==> config.mk <==
export PLATFORM = sky130hd
export DESIGN_NAME = ddr_lane_capture
export DESIGN_NICKNAME = d
export VERILOG_FILES = /design/src/rtl/ddrcap_pkg.sv /design/src/rtl/ddrcap_sync.sv /design/src/rtl/ddrcap_edge.sv /design/src/rtl/ddrcap_pack.sv /design/src/rtl/ddr_lane_capture.sv
export SDC_FILE = /design/constraint.sdc
export NUM_CORES = 1
export LEC_CHECK = 0
export ABC_AREA = 1
export BUFFER_PORTS_ARGS = -buffer_cell sky130_fd_sc_hd__buf_2
export CAP_MARGIN = 20
export CORE_MARGIN = 4
export CORE_UTILIZATION = 53
export CTS_BUF_LIST = sky130_fd_sc_hd__clkbuf_4
export DETAILED_ROUTE_END_ITERATION = 10
export PLACE_DENSITY_LB_ADDON = 0.12
export SLEW_MARGIN = 5
export SYNTH_ARGS = -nofsm -noshare
export SYNTH_HDL_FRONTEND = slang
export SYNTH_SLANG_ARGS = --single-unit
export TNS_END_PERCENT = 30
==> constraint.sdc <==
create_clock -name clk -period 1.35 [get_ports clk]
set_input_delay 0 -clock clk [delete_from_list [all_inputs] [get_ports clk]]
set_output_delay 0 -clock clk [all_outputs]
set_load 0.01 [all_outputs]
==> src/rtl/ddrcap_pkg.sv <==
package ddrcap_pkg;
  localparam int DEF_LANES  = 4;
  localparam int DEF_WORD_W = 16;
  localparam int DEF_SYNC   = 2;

  function automatic int nibbles_per_word(input int word_w, input int lanes);
    return word_w / lanes;
  endfunction
endpackage

==> src/rtl/ddrcap_sync.sv <==
module ddrcap_sync #(
  parameter int W      = 6,
  parameter int STAGES = 2
) (
  input  logic         clk,
  input  logic [W-1:0] din,
  output logic [W-1:0] dout
);
  logic [W-1:0] stg [STAGES];

  // No reset: the chain must carry the true input level by the end of reset.
  always_ff @(posedge clk) stg[0] <= din;

  for (genvar s = 1; s < STAGES; s++) begin : g_stage
    always_ff @(posedge clk) stg[s] <= stg[s-1];
  end

  assign dout = stg[STAGES-1];
endmodule

==> src/rtl/ddrcap_edge.sv <==
module ddrcap_edge (
  input  logic clk,
  input  logic rst,
  input  logic lvl,
  output logic strobe
);
  logic primed;
  logic prev;

  always_ff @(posedge clk) begin
    if (rst) begin
      primed <= 1'b0;
      prev   <= 1'b0;
      strobe <= 1'b0;
    end else begin
      primed <= 1'b1;
      prev   <= lvl;
      strobe <= primed && (lvl != prev);
    end
  end
endmodule

==> src/rtl/ddrcap_pack.sv <==
module ddrcap_pack #(
  parameter int LANES  = 4,
  parameter int WORD_W = 16
) (
  input  logic              clk,
  input  logic              rst,
  input  logic              en,
  input  logic              strobe,
  input  logic [LANES-1:0]  nib,
  input  logic              mark,
  input  logic              ready,
  output logic              valid,
  output logic [WORD_W-1:0] data,
  output logic              ovf
);
  localparam int NIB   = WORD_W / LANES;
  localparam int CNT_W = (NIB > 1) ? $clog2(NIB) : 1;
  localparam logic [CNT_W-1:0] LAST = CNT_W'(NIB - 1);

  logic              aligned;
  logic [CNT_W-1:0]  cnt;
  logic [WORD_W-1:0] acc;
  logic [WORD_W-1:0] nxt;
  logic              take;

  assign take = en && strobe && (aligned || mark);

  always_comb begin
    nxt = acc;
    nxt[cnt*LANES +: LANES] = nib;
  end

  always_ff @(posedge clk) begin
    if (rst) begin
      aligned <= 1'b0;
      cnt     <= '0;
      acc     <= '0;
      valid   <= 1'b0;
      data    <= '0;
      ovf     <= 1'b0;
    end else begin
      if (valid && ready) valid <= 1'b0;
      if (!en) begin
        aligned <= 1'b0;
        cnt     <= '0;
      end else if (take) begin
        aligned <= 1'b1;
        acc     <= nxt;
        if (cnt == LAST) begin
          cnt <= '0;
          if (valid && !ready) begin
            ovf <= 1'b1;
          end else begin
            data  <= nxt;
            valid <= 1'b1;
          end
        end else begin
          cnt <= cnt + 1'b1;
        end
      end
    end
  end

  assert_hold_R6: assert property (@(posedge clk) disable iff (rst)
    valid && !ready |=> valid && $stable(data));
  assert_ovf_sticky_R7: assert property (@(posedge clk) disable iff (rst)
    ovf |=> ovf);
  assert_ovf_cause_R7: assert property (@(posedge clk) disable iff (rst)
    $rose(ovf) |-> $past(valid && !ready));
endmodule

==> src/rtl/ddr_lane_capture.sv <==
module ddr_lane_capture #(
  parameter int LANES  = ddrcap_pkg::DEF_LANES,
  parameter int WORD_W = ddrcap_pkg::DEF_WORD_W,
  parameter int SYNC   = ddrcap_pkg::DEF_SYNC
) (
  input  logic              clk,
  input  logic              rst,
  input  logic              en,
  input  logic              fwd_clk,
  input  logic              frame_mark,
  input  logic [LANES-1:0]  lanes,
  input  logic              word_ready,
  output logic              word_valid,
  output logic [WORD_W-1:0] word_data,
  output logic              overflow
);
  localparam int SW = LANES + 2;

  logic [SW-1:0]    s_bus;
  logic             s_clk;
  logic             s_mark;
  logic [LANES-1:0] s_lanes;
  logic             strobe;

  ddrcap_sync #(.W(SW), .STAGES(SYNC)) u_sync (
    .clk  (clk),
    .din  ({fwd_clk, frame_mark, lanes}),
    .dout (s_bus)
  );

  assign {s_clk, s_mark, s_lanes} = s_bus;

  ddrcap_edge u_edge (
    .clk    (clk),
    .rst    (rst),
    .lvl    (s_clk),
    .strobe (strobe)
  );

  ddrcap_pack #(.LANES(LANES), .WORD_W(WORD_W)) u_pack (
    .clk    (clk),
    .rst    (rst),
    .en     (en),
    .strobe (strobe),
    .nib    (s_lanes),
    .mark   (s_mark),
    .ready  (word_ready),
    .valid  (word_valid),
    .data   (word_data),
    .ovf    (overflow)
  );

  assert_quiet_disabled_R8: assert property (@(posedge clk) disable iff (rst)
    !en && !word_valid |=> !word_valid);
endmodule

==> results.py <==
metrics = {
    "clocking": {
        "cts.sinks": 52,
        "cts_tree": "yes",
        "root_buffer": "clkbuf_4",
        "clk_pin_slew_worst_paths_ns": 0.15,
        "cts_max_level": 2,
        "clock_path_buffers": 2,
        "clk_latency_ns": 0.39,
        "numCtsBuffers": 5,
    },
    "route": {
        "wl_met2_um": 2510,
        "wl_um": 5230,
        "ant_nets": 0,
        "route.met3.wl_um": 299,
        "wl_met1_um": 2290,
        "drt-initial-drc-count": 203,
        "wire_per_inst_um": 12.0,
        "drtPass1Iterations": 6,
        "vias_per_cell": 4.79,
        "drc": 0,
        "route.vias.total": 2079,
        "top_layer": "met4",
    },
    "place": {
        "gp_congestion": 0.856,
        "portBuffers": 27,
        "hpwl_um": 3180,
        "place_area_um2": 2520,
    },
    "timing": {
        "setup_violations": 2,
        "fmax_ghz": 0.731,
        "timing.hold.ws_ns": 0.223,
        "clock_skew_ns": 0.00625,
        "tightest_slew_ns": 0.240,
        "min_period_over_period": 1.01,
        "hold_viol_final": 0,
        "final_max_slew_viol_count": 0,
        "fin_ws_ns": -0.0176,
        "relSlewSlack": 0.839,
        "min_period_ns": 1.37,
        "rsz0062_at_grt": "yes",
    },
    "floorplan": {
        "pin_count": 28,
        "die_y_um": 72.8,
        "rows": 23,
        "core_um2": 4030,
        "dieArea_um2": 5300,
        "start_util": 0.552,
        "fp.dieW_um": 72.8,
    },
    "power_and_ir_drop": {
        "share_seq_of_total_power": 0.639,
        "p_int_uw": 1860,
        "power_switching_uw": 631,
        "leakage_uw": 0.00156,
        "ir_worst_vdd_mv": 0.787,
        "p_comb_frac": 0.067,
        "powerDensity_nw_per_um2": 861,
        "switching_share": 0.254,
        "clkPwrFrac": 0.294,
    },
    "worst_setup_path": {
        "path_max_fanout": 4,
        "critPathLaunch": "u_pack.cnt[0]$_SDFFE_PP0P_",
        "cp_data_arrival_time_ns": 1.71,
        "r2r-start": "u_pack.cnt[0]$_SDFFE_PP0P_",
        "crit_path_end_kind": "register",
        "critPathRequiredTime_ns": 1.69,
        "rrSetupSlack_ns": -0.02,
        "start_kind": "register",
        "critPathKind": "reg -> reg",
    },
    "global_routing": {
        "grt_antenna_before_repair": 0,
        "grt_start_max_net_pins": 33,
        "track_usage": 0.195,
        "grt_pass1_wl_um": 7900,
        "grt_overflow_total": 0,
        "grt_pass1_vias": 1799,
    },
    "final_layout": {
        "multi_input_area_um2": 1070,
        "fin_area_um2": 2890,
        "seqCellArea_um2": 1050,
        "layout_common_cells": "85 x nand2_1, 63 x nor2_1, 48 x dfxtp_1",
        "syn2layout_area_growth_pct": 29.9,
        "drive_gt1_frac": 0.258,
        "fin_nets": 399,
        "diodes": 0,
        "fill_cells": 330,
        "final_common_cell": "nand2_1",
    },
    "synth": {
        "syn_inst": 326,
        "synth_fp_nets": 342,
        "ys_types": 19,
        "syn_area_um2": 2220,
        "synth-seq-cells": 52,
        "ys_seq_area_frac": 0.468,
        "ys_warn_count": 0,
        "syn_avg_cell_area_um2": 6.82,
    },
    "min_path": {
        "worstHoldStart": "lanes[2]",
        "hold_path.class": "in -> reg",
    },
    "outcome": {
        "outcome": "complete, but fails checks",
        "violations": "negative setup slack",
    },
    "run": {
        "max-cap-violations": 0,
    },
}
## final cells by class
type | instances | share of cell area
Tap cell | 50 | 0.0217
Inverter | 52 | 0.0693
Multi-Input combinational cell | 214 | 0.371
Clock inverter | 3 | 0.00780
Sequential cell | 52 | 0.362
Timing Repair Buffer | 58 | 0.155
Clock buffer | 5 | 0.0130
## Yosys cell counts
library cell | instances | area (um2)
nand2_2 | 1 | 6.26
nor2_1 | 74 | 278
dfxtp_1 | 52 | 1040
nor2_8 | 1 | 20.0
buf_6 | 2 | 22.5
o21ai_0 | 7 | 35.0
o211ai_1 | 1 | 7.51
nand2_1 | 95 | 357
buf_2 | 5 | 25.0
buf_1 | 1 | 3.75
clkinv_1 | 1 | 3.75
nand3_1 | 20 | 100
ha_1 | 6 | 75.1
clkbuf_1 | 1 | 3.75
inv_1 | 51 | 191
nand3_4 | 1 | 17.5
nand4_1 | 1 | 6.26
nor2_2 | 1 | 6.26
a21oi_1 | 5 | 25.0
## state kept, by name, indices dropped and copies added, names as in the netlist, 2 cells and up
register     flops
u_pack.acc      16
u_pack.cnt       2
u_pack.data     16
u_sync.stg      12
## path summary, 6_finish.rpt
| path | to | cells after the start |
|---|---|---|
| max | u_pack.data[6]$_SDFFE_PP0P_ | 9 |
| min | u_sync.stg[0][2]$_DFF_P_ | 2 |
| max reg2reg | u_pack.data[6]$_SDFFE_PP0P_ | 9 |
| min reg2reg | u_sync.stg[0][11]$_DFF_P_ | 0 |
## logic make-up (layout without fill, tap and decap cells)
| family | count (synthesis) | in the layout | share of synthesized area |
|---|---|---|---|
| buf+inv | 61 | 118 | 0.112 |
| flops | 52 | 52 | 0.468 |
| simple gates | 194 | 195 | 0.355 |
| compound gates | 13 | 13 | 0.0304 |
| fa+ha+maj | 6 | 6 | 0.0337 |
## critical path: stages, from the launching register on
cell     delay [ns]
dfxtp_2        0.39
inv_4          0.06
ha_2           0.21
inv_4          0.08
nand2_1        0.11
nor2_2         0.17
nand2_2        0.08
nand2_1        0.07
nor2_1         0.06
nor2_1         0.10
## power by group through the flow
stage               combinational (uW)  clock [uW]  sequential [uW]
detailed placement                 128           0             1620
global route                       188         796             1600
CTS                                150         749             1590
floorplan                         83.5           0             1620
finish                             166         731             1590
global placement                   126           0             1620
## what timing repair did
item / CTS / global route
hold endpoints to repair: 12 / 0
setup buffers: 0 / 5
setup endpoints to repair: 18 / 33
hold buffers: 9 / 0
cloned: 0 / 2
pin swaps: 1 / 17
resized for setup: 5 / 47
## stage by stage
stage,instances,power [uW],setup TNS (ns),setup WS [ns],utilization
6_report,434,2490,-0.0268,-0.0176,0.717
5_1_grt,434,2580,-0.958,-0.138,0.717
4_1_cts,427,2490,-0.00715,-0.00715,0.667
3_5_place_dp,410,1750,-0.00550,-0.00433,0.625
3_3_place_gp,410,1750,0,0.0190,0.625
2_1_floorplan,326,1700,0,0.0138,-
## metal layers
layer	GRT usage	vias to the layer above
met2	0.301	68
met1	0.257	919
met4	0.100	0
met3	0.0413	10
met5	0	-
li1	-	1082
Note: power is estimated with default switching activity, not from simulation.
